**config.mk**
```make
export PLATFORM = sky130hd
export DESIGN_NAME = stc_reg_bank
export DESIGN_NICKNAME = d
export VERILOG_FILES = /design/src/rtl/stc_bank_pkg.sv /design/src/rtl/stc_addr_decode.sv /design/src/rtl/stc_bank_reg.sv /design/src/rtl/stc_reg_bank.sv
export SDC_FILE = /design/constraint.sdc
export NUM_CORES = 1
export LEC_CHECK = 0
export ABC_AREA = 1
export BUFFER_PORTS_ARGS = -buffer_cell sky130_fd_sc_hd__buf_4
export CELL_PAD_IN_SITES_DETAIL_PLACEMENT = 1
export CELL_PAD_IN_SITES_GLOBAL_PLACEMENT = 1
export CORE_UTILIZATION = 35
export CTS_BUF_LIST = sky130_fd_sc_hd__clkbuf_8
export CTS_CLUSTER_DIAMETER = 150
export CTS_CLUSTER_SIZE = 40
export DETAILED_ROUTE_END_ITERATION = 8
export PLACE_DENSITY_LB_ADDON = 0.12
export RECOVER_POWER = 25
export SYNTH_ARGS = -nofsm -noshare
export SYNTH_HDL_FRONTEND = slang
export SYNTH_SLANG_ARGS = --single-unit
```
**constraint.sdc**
```tcl
create_clock -name clk -period 1.95 [get_ports clk]
set_input_delay 0.195 -clock clk [delete_from_list [all_inputs] [get_ports clk]]
set_output_delay 0.195 -clock clk [all_outputs]
set_load 0.1 [all_outputs]
```
**src/rtl/stc_bank_pkg.sv**
```systemverilog
`timescale 1ns/1ps
package stc_bank_pkg;

    localparam int DATA_W = 32;
    localparam int IDX_W  = 8;

    typedef enum logic [1:0] {
        OP_WRITE = 2'd0,
        OP_SET   = 2'd1,
        OP_CLR   = 2'd2,
        OP_TOG   = 2'd3
    } bank_op_e;

    typedef enum logic [1:0] {
        TGT_NONE  = 2'd0,
        TGT_PLAIN = 2'd1,
        TGT_ALIAS = 2'd2
    } bank_tgt_e;

    typedef struct packed {
        bank_tgt_e        tgt;
        logic [IDX_W-1:0] idx;
        bank_op_e         op;
        logic             fault;
    } bank_dec_t;

    typedef enum logic [1:0] {
        ST_IDLE   = 2'd0,
        ST_RD_OK  = 2'd1,
        ST_RD_BAD = 2'd2
    } rsp_state_e;

endpackage

```
**src/rtl/stc_addr_decode.sv**
```systemverilog
`timescale 1ns/1ps
module stc_addr_decode
    import stc_bank_pkg::*;
#(
    parameter int ADDR_W       = 15,
    parameter int NUM_PLAIN    = 4,
    parameter int NUM_ALIAS    = 4,
    parameter int ALIAS_OFFSET = 32'h4000
) (
    input  logic [ADDR_W-1:0] addr,
    input  logic [2:0]        size,
    output bank_dec_t         dec
);
    localparam int WORD_W    = ADDR_W - 2;
    localparam int ALIAS_W0  = ALIAS_OFFSET / 4;
    localparam int ALIAS_WE  = ALIAS_W0 + 4 * NUM_ALIAS;

    logic [WORD_W-1:0] word;
    logic [WORD_W-1:0] rel;

    always_comb begin
        word      = addr[ADDR_W-1:2];
        rel       = word - WORD_W'(ALIAS_W0);
        dec.fault = (size != 3'd4) || (addr[1:0] != 2'b00);
        dec.tgt   = TGT_NONE;
        dec.idx   = '0;
        dec.op    = OP_WRITE;
        if (word < WORD_W'(NUM_PLAIN)) begin
            dec.tgt = TGT_PLAIN;
            dec.idx = IDX_W'(word);
        end else if (word >= WORD_W'(ALIAS_W0) && word < WORD_W'(ALIAS_WE)) begin
            dec.tgt = TGT_ALIAS;
            dec.idx = IDX_W'(rel >> 2);
            dec.op  = bank_op_e'(rel[1:0]);
        end
    end
endmodule

```
**src/rtl/stc_bank_reg.sv**
```systemverilog
`timescale 1ns/1ps
module stc_bank_reg
    import stc_bank_pkg::*;
#(
    parameter logic [DATA_W-1:0] RST_VAL = '0
) (
    input  logic              clk,
    input  logic              rst_n,
    input  logic              we,
    input  bank_op_e          op,
    input  logic [DATA_W-1:0] wdata,
    output logic [DATA_W-1:0] q
);
    logic [DATA_W-1:0] nxt;

    always_comb begin
        nxt = q;
        if (we) begin
            unique case (op)
                OP_WRITE: nxt = wdata;
                OP_SET:   nxt = q | wdata;
                OP_CLR:   nxt = q & ~wdata;
                OP_TOG:   nxt = q ^ wdata;
            endcase
        end
    end

    always_ff @(posedge clk) begin
        if (!rst_n) q <= RST_VAL;
        else        q <= nxt;
    end


    plain_replace_chk: assert property (@(posedge clk) disable iff (!rst_n)
        (we && op == OP_WRITE) |=> q == $past(wdata));

    set_bits_high_chk: assert property (@(posedge clk) disable iff (!rst_n)
        (we && op == OP_SET) |=> (q & $past(wdata)) == $past(wdata));

    clr_bits_low_chk: assert property (@(posedge clk) disable iff (!rst_n)
        (we && op == OP_CLR) |=> (q & $past(wdata)) == '0);

    tog_flip_chk: assert property (@(posedge clk) disable iff (!rst_n)
        (we && op == OP_TOG) |=> (q ^ $past(q)) == $past(wdata));

    hold_when_idle_chk: assert property (@(posedge clk) disable iff (!rst_n)
        !we |=> $stable(q));
endmodule

```
**src/rtl/stc_reg_bank.sv**
```systemverilog
`timescale 1ns/1ps
module stc_reg_bank
    import stc_bank_pkg::*;
#(
    parameter int ADDR_W       = 15,
    parameter int NUM_PLAIN    = 4,
    parameter int NUM_ALIAS    = 4,
    parameter int ALIAS_OFFSET = 32'h4000,
    parameter int LOCK_BIT     = 31,
    parameter logic [NUM_ALIAS-1:0] LOCK_MASK = 4'b0011,
    parameter logic [NUM_ALIAS-1:0][DATA_W-1:0] ALIAS_RST =
        {32'h0000_0F74, 32'h0040_2010, 32'h0000_2001, 32'h0000_1100},
    parameter logic [NUM_PLAIN-1:0][DATA_W-1:0] PLAIN_RST =
        {32'hFFFF_FFFF, 32'h0000_0079, 32'h0000_5A5A, 32'h1234_0000}
) (
    input  logic                          clk,
    input  logic                          rst_n,
    input  logic                          wr_en,
    input  logic [ADDR_W-1:0]             wr_addr,
    input  logic [2:0]                    wr_size,
    input  logic [DATA_W-1:0]             wr_data,
    input  logic                          rd_en,
    input  logic [ADDR_W-1:0]             rd_addr,
    input  logic [2:0]                    rd_size,
    output logic                          rd_valid,
    output logic [DATA_W-1:0]             rd_data,
    output logic                          acc_err,
    output logic [NUM_PLAIN*DATA_W-1:0]   plain_regs_o,
    output logic [NUM_ALIAS*DATA_W-1:0]   alias_regs_o
);
    localparam logic [DATA_W-1:0] LOCK_VAL = DATA_W'(1) << LOCK_BIT;

    bank_dec_t  wr_dec, rd_dec;
    rsp_state_e state_q, state_d;
    logic [DATA_W-1:0] rd_sel, rd_hold_q;
    logic              wr_fault_q;
    logic              wr_ok, rd_bad;

    logic [DATA_W-1:0] plain_q [NUM_PLAIN];
    logic [DATA_W-1:0] alias_q [NUM_ALIAS];

    stc_addr_decode #(
        .ADDR_W(ADDR_W), .NUM_PLAIN(NUM_PLAIN),
        .NUM_ALIAS(NUM_ALIAS), .ALIAS_OFFSET(ALIAS_OFFSET)
    ) wr_dec_i (.addr(wr_addr), .size(wr_size), .dec(wr_dec));

    stc_addr_decode #(
        .ADDR_W(ADDR_W), .NUM_PLAIN(NUM_PLAIN),
        .NUM_ALIAS(NUM_ALIAS), .ALIAS_OFFSET(ALIAS_OFFSET)
    ) rd_dec_i (.addr(rd_addr), .size(rd_size), .dec(rd_dec));

    assign wr_ok  = wr_en && !wr_dec.fault;
    assign rd_bad = rd_en && rd_dec.fault;

    generate
        for (genvar p = 0; p < NUM_PLAIN; p++) begin : g_plain
            logic p_we;
            assign p_we = wr_ok && wr_dec.tgt == TGT_PLAIN && wr_dec.idx == IDX_W'(p);
            stc_bank_reg #(.RST_VAL(PLAIN_RST[p])) reg_i (
                .clk(clk), .rst_n(rst_n), .we(p_we), .op(OP_WRITE),
                .wdata(wr_data), .q(plain_q[p]));
            assign plain_regs_o[p*DATA_W +: DATA_W] = plain_q[p];
        end
        for (genvar g = 0; g < NUM_ALIAS; g++) begin : g_alias
            localparam logic [DATA_W-1:0] RV =
                ALIAS_RST[g] | (LOCK_MASK[g] ? LOCK_VAL : '0);
            logic a_we;
            assign a_we = wr_ok && wr_dec.tgt == TGT_ALIAS && wr_dec.idx == IDX_W'(g);
            stc_bank_reg #(.RST_VAL(RV)) reg_i (
                .clk(clk), .rst_n(rst_n), .we(a_we), .op(wr_dec.op),
                .wdata(wr_data), .q(alias_q[g]));
            assign alias_regs_o[g*DATA_W +: DATA_W] = alias_q[g];
        end
    endgenerate

    // Read select uses the storage before this cycle's write lands.
    always_comb begin
        rd_sel = '0;
        for (int p = 0; p < NUM_PLAIN; p++)
            if (rd_dec.tgt == TGT_PLAIN && rd_dec.idx == IDX_W'(p)) rd_sel = plain_q[p];
        for (int g = 0; g < NUM_ALIAS; g++)
            if (rd_dec.tgt == TGT_ALIAS && rd_dec.idx == IDX_W'(g)) rd_sel = alias_q[g];
    end

    // Next-state logic
    always_comb begin
        if (!rd_en)      state_d = ST_IDLE;
        else if (rd_bad) state_d = ST_RD_BAD;
        else             state_d = ST_RD_OK;
    end

    // State register and response capture
    always_ff @(posedge clk) begin
        if (!rst_n) begin
            state_q    <= ST_IDLE;
            rd_hold_q  <= '0;
            wr_fault_q <= 1'b0;
        end else begin
            state_q    <= state_d;
            rd_hold_q  <= (rd_en && !rd_bad) ? rd_sel : '0;
            wr_fault_q <= wr_en && wr_dec.fault;
        end
    end

    // Outputs
    always_comb begin
        rd_valid = 1'b0;
        rd_data  = '0;
        acc_err  = wr_fault_q;
        unique case (state_q)
            ST_IDLE:   ;
            ST_RD_OK:  begin rd_valid = 1'b1; rd_data = rd_hold_q; end
            ST_RD_BAD: begin rd_valid = 1'b1; acc_err = 1'b1; end
            default:   ;
        endcase
    end


    rd_answer_chk: assert property (@(posedge clk) disable iff (!rst_n)
        rd_en |=> rd_valid);

    no_spurious_rsp_chk: assert property (@(posedge clk) disable iff (!rst_n)
        !rd_en |=> !rd_valid);

    bad_read_zero_chk: assert property (@(posedge clk) disable iff (!rst_n)
        (rd_en && rd_dec.fault) |=> (acc_err && rd_data == '0));

    bad_write_err_chk: assert property (@(posedge clk) disable iff (!rst_n)
        (wr_en && wr_dec.fault) |=> acc_err);

    clean_no_err_chk: assert property (@(posedge clk) disable iff (!rst_n)
        (!(rd_en && rd_dec.fault) && !(wr_en && wr_dec.fault)) |=> !acc_err);

    read_old_value_chk: assert property (@(posedge clk) disable iff (!rst_n)
        (rd_en && !rd_dec.fault && rd_dec.tgt == TGT_ALIAS && wr_ok
         && wr_dec.tgt == TGT_ALIAS && wr_dec.idx == rd_dec.idx)
        |=> rd_data == $past(alias_regs_o[rd_dec.idx[1:0]*DATA_W +: DATA_W]));
endmodule

```
Word-level counts from Yosys, hierarchy flattened

Cells that the tools add are included.

Bits in registers: 291
Bits of input ports: 72
Output and inout port bits: 290

$add $sub $neg: 2
Order comparisons: 6
Eq/ne operators: 17
Multiplexer cells: 21
Bitwise gates (word level): 13
Reductions and logical operators: 36

Operator list:

| operator                                                  | number |
|---|---|
| case mux 32 bit (4 select lines)                          | 4 |
| two-way mux 32 bit                                        | 9 |
| bitwise AND 32 bit                                        | 4 |
| bitwise OR 32 bit                                         | 4 |
| XOR 32 bit                                                | 4 |
| equality test 8 x 2 -> 1 bit, second input constant       | 4 |
| NOT 32 bit                                                | 1 |
| greater-or-equal comparator 13 bit, second input constant | 2 |
| < comparator 13 bit, second input constant                | 2 |
| < comparator 13 x 3 -> 1 bit, second input constant       | 2 |
| logical AND 1 bit                                         | 24 |
| two-way mux 12 bit                                        | 2 |
| two-way mux 10 bit                                        | 2 |
| subtractor 10 x 1 -> 10 bit, second input constant        | 2 |
| equality test 8 x 1 -> 1 bit, second input constant       | 2 |
| zero test 8 bit                                           | 2 |
| equality test 2 bit, second input constant                | 5 |
| equality test 2 x 1 -> 1 bit, second input constant       | 4 |
| inequality test 3 bit, second input constant              | 2 |
| two-way mux 2 bit                                         | 2 |
| AND reduction 2 bit                                       | 2 |
| nonzero test 2 bit                                        | 2 |
| zero test 1 bit                                           | 2 |
| zero test 2 bit                                           | 1 |
| 3 further kinds                                           | 5 |

Logic depth before layout (Yosys ltp)

Depth in word-level cells: 14
Gate-level depth with buffers: 15
Mapped depth without buffers: 15

Hierarchy

From an unflattened synthesis, not the netlist that was laid out.

Cell total of the unflattened synthesis: 4745
Area total of the unflattened synthesis: 29893.7 sq um

Modules (own cells, without submodules):

| module                          | times used | cells an instance | area each (sq um) | seq. area each (sq um) |
|---|---|---|---|---|
| stc_reg_bank                    | 1          | 771               | 3972.6            | 700.7 |
| stc_bank_reg (g_plain[2].reg_i) | 1          | 489               | 3276.9            | 640.6 |
| stc_bank_reg (g_plain[0].reg_i) | 1          | 487               | 3265.6            | 640.6 |
| stc_bank_reg (g_alias[0].reg_i) | 1          | 486               | 3245.6            | 640.6 |
| stc_bank_reg (g_alias[2].reg_i) | 1          | 492               | 3181.8            | 640.6 |
| stc_bank_reg (g_alias[3].reg_i) | 1          | 487               | 3155.5            | 640.6 |
| stc_bank_reg (g_alias[1].reg_i) | 1          | 487               | 3146.8            | 640.6 |
| stc_bank_reg (g_plain[3].reg_i) | 1          | 492               | 3145.5            | 640.6 |
| stc_bank_reg (g_plain[1].reg_i) | 1          | 484               | 3138.0            | 640.6 |
| stc_addr_decode                 | 2          | 35                | 182.7             | 0.0 |

Least setup slack after synthesis

No wires, ideal clock.

Path type: register to register
Start point: reg g_alias[1].reg_i.q[19]
End point: reg g_alias[1].reg_i.q[19]
Data arrival time: 1.825 ns
Required time: 1.829 ns
Slack: 0.004 ns
Stages on the path, launching flop included: 7
Path buffers: 0
Path through: dfxtp_1 inv_1 ha_1 inv_1 o22ai_1 nor4_1 nor2_1

Longest elaborated chain between the ends: 2
Elaborated cells between the ends (all ways): 4
Those cells by class: mux (1); bitwise (3)

Ends and longest elaborated chain:

| what                                     | line               | text |
|---|---|---|
| start, declared                          | stc_bank_reg.sv:12 | `output logic [DATA_W-1:0] q` |
| start signal, assigned                   | stc_bank_reg.sv:30 | `else q <= nxt;` |
| XOR 32 bit, or another cell as far along | stc_bank_reg.sv:23 | `OP_TOG: nxt = q ^ wdata;` |
| case mux 32 bit (4 select lines) *       | stc_bank_reg.sv:19 | `unique case (op)` |

Every way passes the cells marked *; elsewhere a longest branch is shown, timed or not.
A chain may end at the register's enable or synchronous reset.

Worst setup path in the final report

Start point: reg state_q[1]
End point: out rd_data[27]

Longest elaborated chain between the ends: 2

Ends and longest elaborated chain:

| what                         | line                | text |
|---|---|---|
| start, declared              | stc_reg_bank.sv:34  | `rsp_state_e state_q, state_d;` |
| start signal, assigned       | stc_reg_bank.sv:99  | `state_q <= state_d;` |
| equality test 2 x 1 -> 1 bit | stc_reg_bank.sv:110 | `unique case (state_q)` |
| two-way mux 32 bit           | stc_reg_bank.sv:110 |  |
| end, declared                | stc_reg_bank.sv:26  | `output logic [DATA_W-1:0] rd_data,` |

Every way passes these cells.

==> flow_summary.json <==
{
  "grt_pass1_vias": 20900,
  "cts_buffers": 11,
  "drive_above_1_share_pct": 18.7,
  "skew_ps": 63.6,
  "core_um2": 54200,
  "cts_buffer_depth": 3,
  "antenna_found_initial": 2,
  "syn_to_final_growth_pct": 28.6,
  "final_max_slew_viol_count": 0,
  "n_fill_cell": 6838,
  "critical_path_class": "reg2out",
  "drtPass1Iterations": 5,
  "die_width_um": 237,
  "synth.distinct_cells": 38,
  "die-height_um": 237,
  "fmax_mhz": 479,
  "drt-total-wl_um": 86800,
  "ys_seq_area_share_pct": 30.0,
  "rows": 85,
  "dp_hpwl_um": 65200,
  "path_cells": "inv_2 > ha_4 > buf_12 > nand2_1 > inv_2 > buf_12",
  "viasPerCell": 5.34,
  "clock-root-buffer": "clkbuf_8",
  "worstHoldPathType": "in2reg",
  "synth_area_per_cell_um2": 6.93,
  "drt_iter0_drc": 1562,
  "startpoint_type": "flip-flop",
  "floorplan.initialDensity_pct": 35.7,
  "routedWlPerCell_um": 22.4,
  "syn-cell-area_um2": 19400,
  "h-tree-depth": 1,
  "critical_path.endpoint_type": "output port",
  "violations": "setup timing",
  "ys_ff_latch": 291,
  "cts_sinks": 291,
  "period_share_pct": 107,
  "worst-path-max-fanout": 18,
  "grt_max_degree": 98,
  "yosysTopAreaCell": "dfxtp_1",
  "yosys_warnings": 0,
  "fin_nets": 3517,
  "io_pins": 362,
  "syn_inst": 2799,
  "tns_ps": -2860,
  "setup_viol": 33,
  "post_cts_buffers": 0,
  "portBuffers": 361,
  "synth_nets": 3129,
  "crit_arrival_ps": 1890,
  "leakage_uw": 0.0120,
  "slowest_delay_ps": 400,
  "final_cell_area_um2": 24900,
  "dieArea_um2": 56300,
  "maxSlewHeadroom_pct": 53.2,
  "overflow": 0,
  "yosysTopAreaCellShare_pct": 30.0,
  "grt_pass1_wl_um": 129000,
  "hold_violations": 0,
  "vias": 20800,
  "clock_latency_ps": 680,
  "cp_num_buf_inv": 4,
  "totalPowerFinal_uw": 9740,
  "path_delay_family": "buffers and inverters",
  "cellPowerDensity_nw_per_um2": 391,
  "status": "finished, violations left",
  "track_usage_pct": 29.9,
  "drv_cap": 0,
  "rsz0062_at_grt": "true",
  "setup_ws_ps": -138,
  "vdd_drop_max_mv": 0.481,
  "required_ps": 1750,
  "ys_top_cells_by_area": "dfxtp_1, ha_1, inv_1",
  "fin_crit_ps": 2090,
  "place_congestion": 0.902,
  "cts_tree": "done",
  "slowest_stage": "dfxtp_2",
  "tightest_slew_ps": 702,
  "drtAntennaViolNets": 0,
  "drc": 0,
  "clk_pin_slew_ps": 300,
  "placedInstanceArea_um2": 23900
}
-- logic make-up (layout without fill, tap and decap cells) --
group / count (synthesis) / in the layout / synth area share (%)
buf+inv: 770 / 1158 / 15.5
compound gates: 602 / 602 / 17.5
other cells: 0 / 1 / 0
fa+ha+maj: 258 / 258 / 16.6
simple gates: 878 / 878 / 20.3
flops: 291 / 291 / 30.0
-- cell type report --
class                   instances  area [µm²]  area share, %
multi-input cells            1738       10600           42.6
well taps                     696         871           3.49
clock buffers                  11         151          0.607
repair buffers                545        5160           20.7
inverters                     600        2260           9.05
diodes                          1        2.50         0.0100
clock inverters                 2        38.8          0.156
flip-flops and latches        291        5830           23.4
-- repair_timing --
item | CTS | global route
endpoints found under the hold margin | 70 | 0
resized for setup | 138 | 10
pin swaps | 1 | 2
gates cloned | 1 | 1
endpoints found under the setup margin | 34 | 37
hold buffers | 38 | 0
-- sequential cells by signal, indices dropped and copies added (netlist names) --
name             cells
g_alias.reg_i.q    128
wr_fault_q           1
g_plain.reg_i.q    128
state_q              2
rd_hold_q           32
-- cell usage after synthesis, drive strengths merged --
library cell	instances
o211ai	50
nand2	327
o21bai	1
buf	82
nor3	21
and2	1
nor4	107
inv	599
nand4	38
clkbuf	88
nor3b	1
clkinv	1
nand3b	4
ha	258
o22ai	128
nor4b	5
a211oi	27
or2	1
nor2	291
nand3	81
a21oi	149
o21ai	247
dfxtp	291
and3	1
-- metal layers --
metal	track usage, %	wire [µm]	vias up
met5	0	13	-
met4	5.38	1300	2
met3	4.97	6200	68
met2	45.9	37500	631
met1	43.8	41800	10300
li1	-	-	9803
-- metrics by stage --
stage / util (%) / instances / hold slack [ps] / worst slack [ps]
3_3_place_gp: 44.1 / 3830 / 449 / -258
3_5_place_dp: 44.1 / 3830 / 464 / -464
2_1_floorplan: - / 2799 / 321 / 3.95
6_report: 46.0 / 3884 / 40.0 / -138
5_1_grt: 46.0 / 3884 / 44.1 / -199
4_1_cts: 46.1 / 3882 / 8.70 / -154
-- path summary, 6_finish.rpt --
kind                                  startpoint                                  end  slack [ps]  cells past startpoint
max                        state_q[1]$_SDFF_PN0_                          rd_data[27]        -140                      6
min                                   wr_data[6]   g_alias[0].reg_i.q[6]$_SDFFE_PN0P_          40                      5
max reg2reg  g_alias[3].reg_i.q[15]$_SDFFE_PN0P_  g_alias[3].reg_i.q[15]$_SDFFE_PN0P_         450                      6
min reg2reg  g_plain[2].reg_i.q[12]$_SDFFE_PN0P_  g_plain[2].reg_i.q[12]$_SDFFE_PN0P_         500                      2
-- cells in the final DEF, fill, tap and decap left out, drive strengths merged, types with 2 or more instances in the layout --
cell type	count
dlygate4sd3	38
nor4b	5
dfxtp	291
a21oi	149
clkinv	2
o21ai	247
a211oi	27
o211ai	50
nor3	21
nand3	81
o22ai	128
nor4	107
nor2	291
nand2	327
nand4	38
clkbuf	22
buf	496
inv	600
nand3b	4
ha	258
-- tightest hold or removal path: cells and delay by family --
kind                   cells  cell delay (ps)
buffers and inverters      2              300
AND/OR/NAND/NOR            3              210
-- where the power goes --
| group | internal (µW) | leakage (µW) | switching (µW) | total (µW) |
|---|---|---|---|---|
| logic | 335 | 0.00960 | 647 | 982 |
| registers | 5970 | 0.00235 | 1.45 | 5970 |
| clock network | 567 | 0.0000950 | 2220 | 2790 |
Note: power is estimated with default switching activity, not from simulation.
